[src/rtl/dma_glob_pkg.sv]
package dma_glob_pkg;

  localparam int DataW    = 32;
  localparam int IdxW     = 3;
  localparam int EnBit    = 0;
  localparam int AErrBit  = 2;
  localparam int HaltBit  = 3;

  typedef enum logic [IdxW-1:0] {
    IDX_CTRL    = 3'd0,
    IDX_PEND    = 3'd1,
    IDX_BELL    = 3'd2,
    IDX_BELLSET = 3'd3,
    IDX_CLK     = 3'd4,
    IDX_CLKSET  = 3'd5,
    IDX_CLKCLR  = 3'd6,
    IDX_NONE    = 3'd7
  } regIdx_t;

  typedef struct packed {
    logic    wrCtrl;
    logic    wrPend;
    logic    setBell;
    logic    wrClk;
    logic    setClk;
    logic    clrClk;
    regIdx_t rdSel;
  } regStrobe_t;

endpackage

[src/rtl/dma_glob_decode.sv]
module dma_glob_decode
  import dma_glob_pkg::*;
(
  input  logic            wrEn,
  input  logic [IdxW-1:0] regAddr,
  output regStrobe_t      strobe
);

  regIdx_t idx;
  assign idx = regIdx_t'(regAddr);

  always_comb begin
    strobe        = '0;
    strobe.rdSel  = idx;
    if (wrEn) begin
      unique case (idx)
        IDX_CTRL:    strobe.wrCtrl  = 1'b1;
        IDX_PEND:    strobe.wrPend  = 1'b1;
        IDX_BELLSET: strobe.setBell = 1'b1;
        IDX_CLK:     strobe.wrClk   = 1'b1;
        IDX_CLKSET:  strobe.setClk  = 1'b1;
        IDX_CLKCLR:  strobe.clrClk  = 1'b1;
        default:     ;
      endcase
    end
  end

endmodule

[src/rtl/dma_glob_regs.sv]
module dma_glob_regs
  import dma_glob_pkg::*;
#(
  parameter int NumChan = 8
) (
  input  logic               clk,
  input  logic               rstN,
  input  regStrobe_t         strobe,
  input  logic [DataW-1:0]   wrData,
  input  logic [NumChan-1:0] evtDone,
  input  logic [NumChan-1:0] evtHalt,
  input  logic [NumChan-1:0] evtAddrErr,
  output logic [DataW-1:0]   rdData,
  output logic [NumChan-1:0] clkEnable,
  output logic [NumChan-1:0] doorbell,
  output logic               irq
);

  logic               ctrlEn;
  logic               aErrSum;
  logic               haltSum;
  logic [NumChan-1:0] pend;
  logic [NumChan-1:0] clkEnQ;
  logic [NumChan-1:0] bellQ;
  logic [NumChan-1:0] evtAny;
  logic               unusedWrBits;

  assign evtAny       = evtDone | evtHalt | evtAddrErr;
  assign unusedWrBits = ^wrData;

  always_ff @(posedge clk or negedge rstN) begin
    if (!rstN) begin
      ctrlEn  <= 1'b0;
      aErrSum <= 1'b0;
      haltSum <= 1'b0;
    end else begin
      if (strobe.wrCtrl) ctrlEn <= wrData[EnBit];
      if (|evtAddrErr) aErrSum <= 1'b1;
      else if (strobe.wrCtrl && !wrData[AErrBit]) aErrSum <= 1'b0;
      if (|evtHalt) haltSum <= 1'b1;
      else if (strobe.wrCtrl && !wrData[HaltBit]) haltSum <= 1'b0;
    end
  end

  for (genvar c = 0; c < NumChan; c++) begin : g_chan
    always_ff @(posedge clk or negedge rstN) begin
      if (!rstN) begin
        pend[c]   <= 1'b0;
        clkEnQ[c] <= 1'b0;
        bellQ[c]  <= 1'b0;
      end else begin
        if (evtAny[c]) pend[c] <= 1'b1;
        else if (strobe.wrPend && !wrData[c]) pend[c] <= 1'b0;

        if (strobe.wrClk) clkEnQ[c] <= wrData[c];
        else if (strobe.setClk && wrData[c]) clkEnQ[c] <= 1'b1;
        else if (strobe.clrClk && wrData[c]) clkEnQ[c] <= 1'b0;

        bellQ[c] <= strobe.setBell & wrData[c];
      end
    end
  end

  logic [DataW-1:0] pendW;
  logic [DataW-1:0] clkW;
  logic [DataW-1:0] ctrlW;

  always_comb begin
    pendW = '0;
    pendW[NumChan-1:0] = pend;
    clkW = '0;
    clkW[NumChan-1:0] = clkEnQ;
    ctrlW = '0;
    ctrlW[EnBit]   = ctrlEn;
    ctrlW[AErrBit] = aErrSum;
    ctrlW[HaltBit] = haltSum;
  end

  always_comb begin
    unique case (strobe.rdSel)
      IDX_CTRL: rdData = ctrlW;
      IDX_PEND: rdData = pendW;
      IDX_CLK:  rdData = clkW;
      default:  rdData = '0;
    endcase
  end

  assign clkEnable = clkEnQ;
  assign doorbell  = bellQ;
  assign irq       = ctrlEn & (|pend);

  // an event always leaves its pending bit set
  a_r4_event_sets_pend: assert property (@(posedge clk) disable iff (!rstN)
    (|evtAny) |=> ((pend & $past(evtAny)) == $past(evtAny)));

  // without an event, no pending bit can rise
  a_r5_no_spurious_pend: assert property (@(posedge clk) disable iff (!rstN)
    !(|evtAny) |=> ((pend & ~$past(pend)) == '0));

  // a halt event always sets the halt summary
  a_r3_halt_sticky: assert property (@(posedge clk) disable iff (!rstN)
    (|evtHalt) |=> haltSum);

  // an event while enabled and not re-writing control raises irq
  a_r7_event_irq: assert property (@(posedge clk) disable iff (!rstN)
    ((|evtAny) && ctrlEn && !strobe.wrCtrl) |=> irq);

  // bits named in a clear-alias write are off afterwards
  a_r9_clear_alias: assert property (@(posedge clk) disable iff (!rstN)
    strobe.clrClk |=> ((clkEnable & $past(wrData[NumChan-1:0])) == '0));

  // doorbell only pulses after a set-alias write
  a_r10_bell_pulse: assert property (@(posedge clk) disable iff (!rstN)
    !strobe.setBell |=> (doorbell == '0));

endmodule

[src/rtl/dma_glob_ctrl.sv]
module dma_glob_ctrl
  import dma_glob_pkg::*;
#(
  parameter int NumChan = 8
) (
  input  logic               clk,
  input  logic               rstN,
  input  logic               wrEn,
  input  logic [2:0]         regAddr,
  input  logic [31:0]        wrData,
  output logic [31:0]        rdData,
  input  logic [NumChan-1:0] evtDone,
  input  logic [NumChan-1:0] evtHalt,
  input  logic [NumChan-1:0] evtAddrErr,
  output logic [NumChan-1:0] clkEnable,
  output logic [NumChan-1:0] doorbell,
  output logic               irq
);

  if (NumChan < 1 || NumChan > DataW) begin : g_bad_count
    initial $error("NumChan must lie in 1..32");
  end

  regStrobe_t strobe;

  dma_glob_decode uDecode (
    .wrEn    (wrEn),
    .regAddr (regAddr),
    .strobe  (strobe)
  );

  dma_glob_regs #(.NumChan(NumChan)) uRegs (
    .clk        (clk),
    .rstN       (rstN),
    .strobe     (strobe),
    .wrData     (wrData),
    .evtDone    (evtDone),
    .evtHalt    (evtHalt),
    .evtAddrErr (evtAddrErr),
    .rdData     (rdData),
    .clkEnable  (clkEnable),
    .doorbell   (doorbell),
    .irq        (irq)
  );

endmodule

[config.mk]
export PLATFORM = sky130hd
export DESIGN_NAME = dma_glob_ctrl
export DESIGN_NICKNAME = d
export VERILOG_FILES = /design/src/rtl/dma_glob_pkg.sv /design/src/rtl/dma_glob_decode.sv /design/src/rtl/dma_glob_regs.sv /design/src/rtl/dma_glob_ctrl.sv
export SDC_FILE = /design/constraint.sdc
export NUM_CORES = 1
export LEC_CHECK = 0
export BUFFER_PORTS_ARGS = -buffer_cell sky130_fd_sc_hd__buf_2
export CORE_MARGIN = 2
export CORE_UTILIZATION = 39
export DETAILED_ROUTE_END_ITERATION = 8
export GPL_TIMING_DRIVEN = 0
export PLACE_DENSITY = 0.79
export SLEW_MARGIN = 20
export SYNTH_ARGS = -nofsm -noshare
export SYNTH_HDL_FRONTEND = slang
export SYNTH_SLANG_ARGS = --single-unit
export TNS_END_PERCENT = 50
[constraint.sdc]
create_clock -name clk -period 2.25 [get_ports clk]
set_input_delay 0.675 -clock clk [delete_from_list [all_inputs] [get_ports clk]]
set_output_delay 0.675 -clock clk [all_outputs]
set_load 0.01 [all_outputs]
# [Yosys cells after proc, flatten, opt, wreduce, memory -nomap -nowiden]
# Cells that the tools add are included.
[totals] register_bits=27 input_bits=62 elab_cells=151 output_inout_bits=49
[classes] n_reduce_logical=56 n_mux=52 bitwise=11 n_eq_ne=5
[ops] op="two-way mux 1 bit" n=50
[ops] op="logical AND 1 bit" n=26
[ops] op="one-hot mux 8 bit (3 select lines)" n=1
[ops] op="nonzero test 3 bit" n=8
[ops] op="OR reduction 8 bit" n=3
[ops] op="nonzero test 2 bit" n=10
[ops] op="bitwise OR 8 bit" n=2
[ops] op="bitwise AND 1 bit" n=9
[ops] op="== test 3 bit (second input constant)" n=3
[ops] op="logical NOT 1 bit" n=8
[ops] op="two-way mux 6 bit" n=1
[ops] op="== test 3 x 1 -> 1 bit (second input constant)" n=1
[ops] op="== test 3 x 2 -> 1 bit (second input constant)" n=1
[ops] op="logical NOT 3 bit" n=1

# [Logic depth before layout (Yosys ltp)]
# Gate-level depths: netlist (run 1).
[depth] ltp_word=7 ltp_mapped=4 mapped_depth_nobuf=3

# [Modules after synthesis]
# From an unflattened synthesis (run 1), not the netlist that was laid out.
[unflattened] cells_unflattened=154 hier_area_um2=1527.7
[modules_own_cells] mod="dma_glob_regs" cells_per_inst=145 n_inst=1 area_each_um2=1432.6
[modules_own_cells] mod="dma_glob_decode" cells_per_inst=9 n_inst=1 area_each_um2=95.1

# [Worst setup path before layout (run 1)]
# No wires, ideal clock.
[synth_path] path_type="input-to-output" from="input regAddr[0]" to="output rdData[1]" t_required_ps=1575 arrival_ps=1428 path_slack_ps=147 path_stages=4 cell_sequence="buf_2 nor2b_1 a22oi_1 nor2_1"
[synth_between] elab_chain_cells=2 word_cells_on_any_way=4 classes_between="eq/ne: 2; mux: 1; reduce/logical: 1"
[synth_lines] item="from (decl)" line_no="dma_glob_ctrl.sv:9" text="input logic [2:0] regAddr,"
[synth_lines] item="== test 3 bit (tied with other cells)" line_no="dma_glob_regs.sv:80" text="unique case (strobe.rdSel)"
[synth_lines] item="one-hot mux 8 bit (3 select lines) *" line_no="dma_glob_regs.sv:80"
[synth_lines] item="to (decl)" line_no="dma_glob_ctrl.sv:11" text="output logic [31:0] rdData,"
# Mark *: on every way between the ends. The rest lies on a longest branch, timed or not.

# [Worst setup path in the final report (run 1)]
[layout_path] from="input regAddr[0]" to="output rdData[5]"
# The elaborated chain is that of the path after synthesis.

==> flow_summary.yaml, run 1 <==
run_status:
  status: "finished clean"
pwr:
  power_frac_seq: 0.513
  leakage_nw: 1.02
  clock_power_share: 0.245
  p_int_mw: 0.771
  swShare: 0.275
  power_frac_comb: 0.243
  power_switching_mw: 0.292
  ir_worst_vdd_mv: 0.244
  power_density_mw_per_mm2: 547
clock_tree:
  cts_setup_buffers: 0
  h-tree-depth: 1
  cts.sinks: 27
  cts_buffer_depth: 2
  clock-root-buffer: "clkbuf_8"
  cts_tree: "done"
  hold_buffers: 0
  worstSkewPairLatency_ps: 260
  numCtsBuffers: 3
  clk_pin_slew_worst_paths_ps: 80
synthesis:
  ys_warn_count: 0
  synthFlopType: "dfrtp_1"
  synth_top_cell_area_share: 0.472
  synth_most_common_cell: "dfrtp_1"
  syn_inst: 147
  ys_ff_latch: 27
  netlist_top_cells_area: "dfrtp_1 47%, buf_4 13%, o21ai_0 6.3%, a22o_1 4.9%, and2_1 3.5%"
  seq_area_frac_synth: 0.472
  synth_cell_type_count: 25
  synth_area_mm2: 0.00143
  synth_common_cells: "27 x dfrtp_1, 24 x buf_4, 18 x o21ai_0"
  synth-edff-count: 0
  async_flop_share: 1.00
  synth_area_per_cell_um2: 9.75
  synth_top_area_cell: "dfrtp_1"
worst_hold_path:
  hold_class: "primary input to async pin"
timing:
  maxSlewHeadroom: 0.617
  worstMarginPinSlew_ps: 574
  hold_violations: 0
  min_period_ps: 2160
  final.setup.tns_ps: 0
  skew_ps: 0
  worst_slack_ps: 89.6
  setup_viol: 0
  final_max_slew_viol_count: 0
  post-route-period-util: 0.960
  fmax_mhz: 463
  rsz0062_at_grt: "no"
route:
  wl_per_cell_um: 11.1
  vias: 1228
  drc: 0
  first_iter_violations: 37
  drtPass1Iterations: 5
  wl_um: 3120
  via_per_inst: 4.35
  antenna_left: 0
worst_setup_path:
  critPathMaxFanout: 12
  cp_data_arrival_time_ps: 1490
  worstSetupPathType: "primary input to primary output"
  slowest_delay_ps: 220
  cp_top_family: "buffers and inverters"
  start_kind: "primary input"
  cpMaxStageDelayCell: "nor2b_4"
  reg2reg_from: "uRegs.ctrlEn"
  r2r_slack_ps: 1490
  worstSetupEndpointType: "primary output"
  reg2reg_depth: 1
  crit_buf_inv: 2
  path_cells: "clkbuf_4 -> nor2b_4 -> a22oi_1 -> nor2_1 -> buf_2"
  rr_endpoint: "uRegs.ctrlEn"
  worstPathRequired_ps: 1570
global_route:
  antenna_found_initial: 0
  grt_pass1_vias: 1158
  gr-total-overflow: 0
  grt_max_degree: 28
  grt_pass1_wl_um: 5200
  grtUsageTotal: 0.157
floorplan:
  dieArea_mm2: 0.00417
  die_w_um: 64.6
  fp-row-count: 22
  ios: 111
  initial_utilization: 0.397
  fp.coreArea_mm2: 0.00361
  die_y_um: 64.6
placed_design:
  pre_cts_slack_ps: -155
  portBuffers: 62
  post-dp-hpwl_um: 2650
  place_congestion: 0.890
final_layout:
  regArea_um2: 676
  synthToLayoutAreaGrowth_pct: 35.8
  layout-drive-gt1-share: 0.402
  nFillCells: 327
  multi_input_area_um2: 653
  n_antenna_cell: 0
  layout.nets: 297
job:
  maxCapViolCount: 0
stage by stage:
stage	std cells	utilization	cell area, um^2	hold WS [ps]	total power [mW]
3_5_place_dp	280	0.524	1890	512	0.809
5_1_grt	282	0.540	1950	442	1.13
4_1_cts	283	0.540	1950	407	1.07
2_1_floorplan	170	-	1520	379	0.698
3_3_place_gp	280	0.524	1890	519	0.806
6_report	282	0.540	1950	398	1.06
kinds of logic after synthesis:
logic type,share of synthesized area
other cells,0.00262
simple gates,0.190
buf+inv,0.143
mux,0.0314
compound gates,0.162
flops,0.472
placed cells by master (no fill, tap or decap):
cell	count
nand3_1	2
mux2_4	1
a22oi_1	5
nand2_1	11
clkinv_2	1
buf_4	24
conb_1	24
and3b_1	1
inv_1	1
or4b_4	1
a21boi_0	1
and2_1	8
clkbuf_8	3
o21ai_0	18
and3_1	1
nor2_1	8
and4b_1	1
clkbuf_4	2
dfrtp_1	27
nand4bb_1	1
clkbuf_1	3
nor2b_4	2
mux2i_1	3
nor4_1	6
a22o_1	8
o22a_1	3
buf_2	60
nor3_1	8
registers in the layout (all words and copies together) (netlist names):
signal           cells
uRegs.aErrSum        1
uRegs.clkEnable      8
uRegs.ctrlEn         1
uRegs.doorbell       8
uRegs.haltSum        1
uRegs.pend           8
power groups by stage:
stage	logic, mW	registers [mW]	clock network (mW)
global route	0.289	0.552	0.291
finish	0.258	0.545	0.260
CTS	0.258	0.545	0.269
detailed placement	0.255	0.554	0
floorplan	0.134	0.563	0
global placement	0.252	0.555	0
cell type report:
cell class / count / share of cell area
inverters: 1 / 0.00193
well taps: 48 / 0.0309
repair buffers: 62 / 0.162
clock inverters: 1 / 0.00257
plain buffers: 27 / 0.0984
multi-input cells: 113 / 0.336
flip-flops and latches: 27 / 0.347
clock buffers: 3 / 0.0212
per-layer routing:
metal  vias to the layer above  track usage  wire length (um)
met5                         -            0                 0
met4                         0       0.0559                33
met3                         4       0.0139               247
met2                        61        0.262              1430
met1                       513        0.213              1410
li1                        650            -                 -
how the worst max path moves through the flow:
stage,from,end,slack [ps],cells after the start
CTS,regAddr[2],rdData[4],20,6
floorplan,regAddr[0],rdData[1],150,4
detailed placement,regAddr[0],rdData[4],-160,6
global placement,regAddr[0],rdData[5],-140,6
finish,regAddr[0],rdData[5],90,5
global route,regAddr[0],rdData[5],20,5
timing repair:
action | CTS | global route
setup endpoints to repair | 5 | 6
gates resized for setup | 4 | 2
cloned | 0 | 0
pin swaps | 0 | 0
(Power assumes the default switching activity.)
==> run 2, diff against run 1 <==
Settings changed: REMOVE_ABC_BUFFERS set to 1.
Clock period 2.25 ns to 2.1 ns, I/O delays scaled along.
==> flow_summary.yaml, run 2 (synthesis gave the netlist of run 1 again) <==
run_status:
  status: "finished clean"
worst_setup_path:
  rr_endpoint: "uRegs.ctrlEn"
  reg2reg_from: "uRegs.ctrlEn"
  cp_data_arrival_time_ps: 1420
  worstSetupEndpointType: "primary output"
  start_kind: "primary input"
  critPathMaxFanout: 12
  reg2reg_depth: 1
  r2r_slack_ps: 1330
  worstSetupPathType: "primary input to primary output"
  worstPathRequired_ps: 1470
floorplan:
  die_y_um: 64.6
  initial_utilization: 0.397
  ios: 111
  die_w_um: 64.6
  fp-row-count: 22
  dieArea_mm2: 0.00417
  fp.coreArea_mm2: 0.00361
pwr:
  swShare: 0.284
  leakage_nw: 0.890
  p_int_mw: 0.797
  power_frac_seq: 0.526
  power_switching_mw: 0.316
  clock_power_share: 0.254
  power_frac_comb: 0.220
  ir_worst_vdd_mv: 0.257
  power_density_mw_per_mm2: 635
placed_design:
  post-dp-hpwl_um: 2640
  dp.cells: 251
  portBuffers: 62
  place_congestion: 0.848
final_layout:
  synthToLayoutAreaGrowth_pct: 22.4
  final_common_cell: "buf_2"
  layout-drive-gt1-share: 0.338
  final_cell_mix: "60 x buf_2, 27 x dfrtp_1, 24 x conb_1"
  fin_util: 0.486
  fin_cells: 255
  layout.nets: 270
  n_antenna_cell: 0
timing:
  hold_violations: 0
  fmax_mhz: 488
  rsz0062_at_grt: "no"
  setup_viol: 0
  maxSlewHeadroom: 0.616
  hold_ws_ps: 347
  skew_ps: 0
  final_max_slew_viol_count: 0
  worstMarginPinSlew_ps: 576
  min_period_ps: 2050
  post-route-period-util: 0.977
worst_hold_path:
  hold_class: "primary input to async pin"
global_route:
  grt_max_degree: 28
  antenna_found_initial: 0
  grtUsageTotal: 0.159
  gr-total-overflow: 0
  grt_pass1_wl_um: 5090
  grt_pass1_vias: 1084
route:
  wl_um: 3280
  via_per_inst: 4.81
  first_iter_violations: 37
  antenna_left: 0
  drtPass1Iterations: 4
  vias: 1226
  drc: 0
  wl_per_cell_um: 12.9
clock_tree:
  cts_tree: "done"
  h-tree-depth: 1
  cts_buffer_depth: 2
  hold_buffers: 0
  clk_pin_slew_worst_paths_ps: 90
  cts.sinks: 27
  numCtsBuffers: 3
  clock-root-buffer: "clkbuf_8"
  worstSkewPairLatency_ps: 260
job:
  maxCapViolCount: 0
-- run 2: worst max-delay path by stage --
| stage | start | end | slack (ps) | cells past startpoint |
|---|---|---|---|---|
| 2_1_floorplan | regAddr[0] | rdData[1] | 300 | 3 |
| 3_3_place_gp | regAddr[0] | rdData[6] | -140 | 5 |
| 5_1_grt | regAddr[2] | rdData[6] | 4 | 5 |
| 4_1_cts | regAddr[2] | rdData[6] | 40 | 5 |
| 3_5_place_dp | regAddr[0] | rdData[6] | -150 | 5 |
| 6_report | regAddr[0] | rdData[6] | 50 | 5 |
-- run 2: metal layers --
layer / wire [um] / global-route usage / up-vias
met3: 232 / 0.0208 / 2
met5: 0 / 0 / -
met1: 1370 / 0.203 / 562
li1: - / - / 596
met2: 1650 / 0.277 / 66
met4: 27 / 0.0559 / 0
-- run 2: timing repair --
action	4_1_cts	5_1_grt
setup endpoints to repair	5	4
setup buffers	0	0
resized for setup	5	1
-- run 2: per-stage QoR --
step           TNS, ps  setup WS (ps)  power (mW)  area [um^2]
2_1_floorplan        0            299       0.706         1320
3_3_place_gp      -543           -139       0.829         1690
3_5_place_dp      -632           -154       0.835         1690
4_1_cts              0           44.7        1.12         1750
5_1_grt              0           4.44        1.18         1750
6_report             0           49.1        1.11         1750
-- run 2: power by group through the flow --
| stage | clock (mW) | sequential, mW | combinational, mW |
|---|---|---|---|
| finish | 0.283 | 0.585 | 0.245 |
| global route | 0.318 | 0.590 | 0.270 |
| global placement | 0 | 0.593 | 0.236 |
| CTS | 0.291 | 0.584 | 0.246 |
| floorplan | 0 | 0.604 | 0.103 |
| detailed placement | 0 | 0.594 | 0.241 |
-- run 2: layout make-up --
class	instances	area [um^2]
sequential	27	676
clock inverter	1	5.00
clock buffer	3	41.3
tap	48	60.1
multi-input combinational	113	653
inverter	1	3.75
fill	362	1850
timing repair buffer	62	315
-- run 2: critical path: stages --
cell and delay [ps]:
buf_4 170, nor2b_4 230, a22oi_1 110, nor2_1 130, buf_2 150
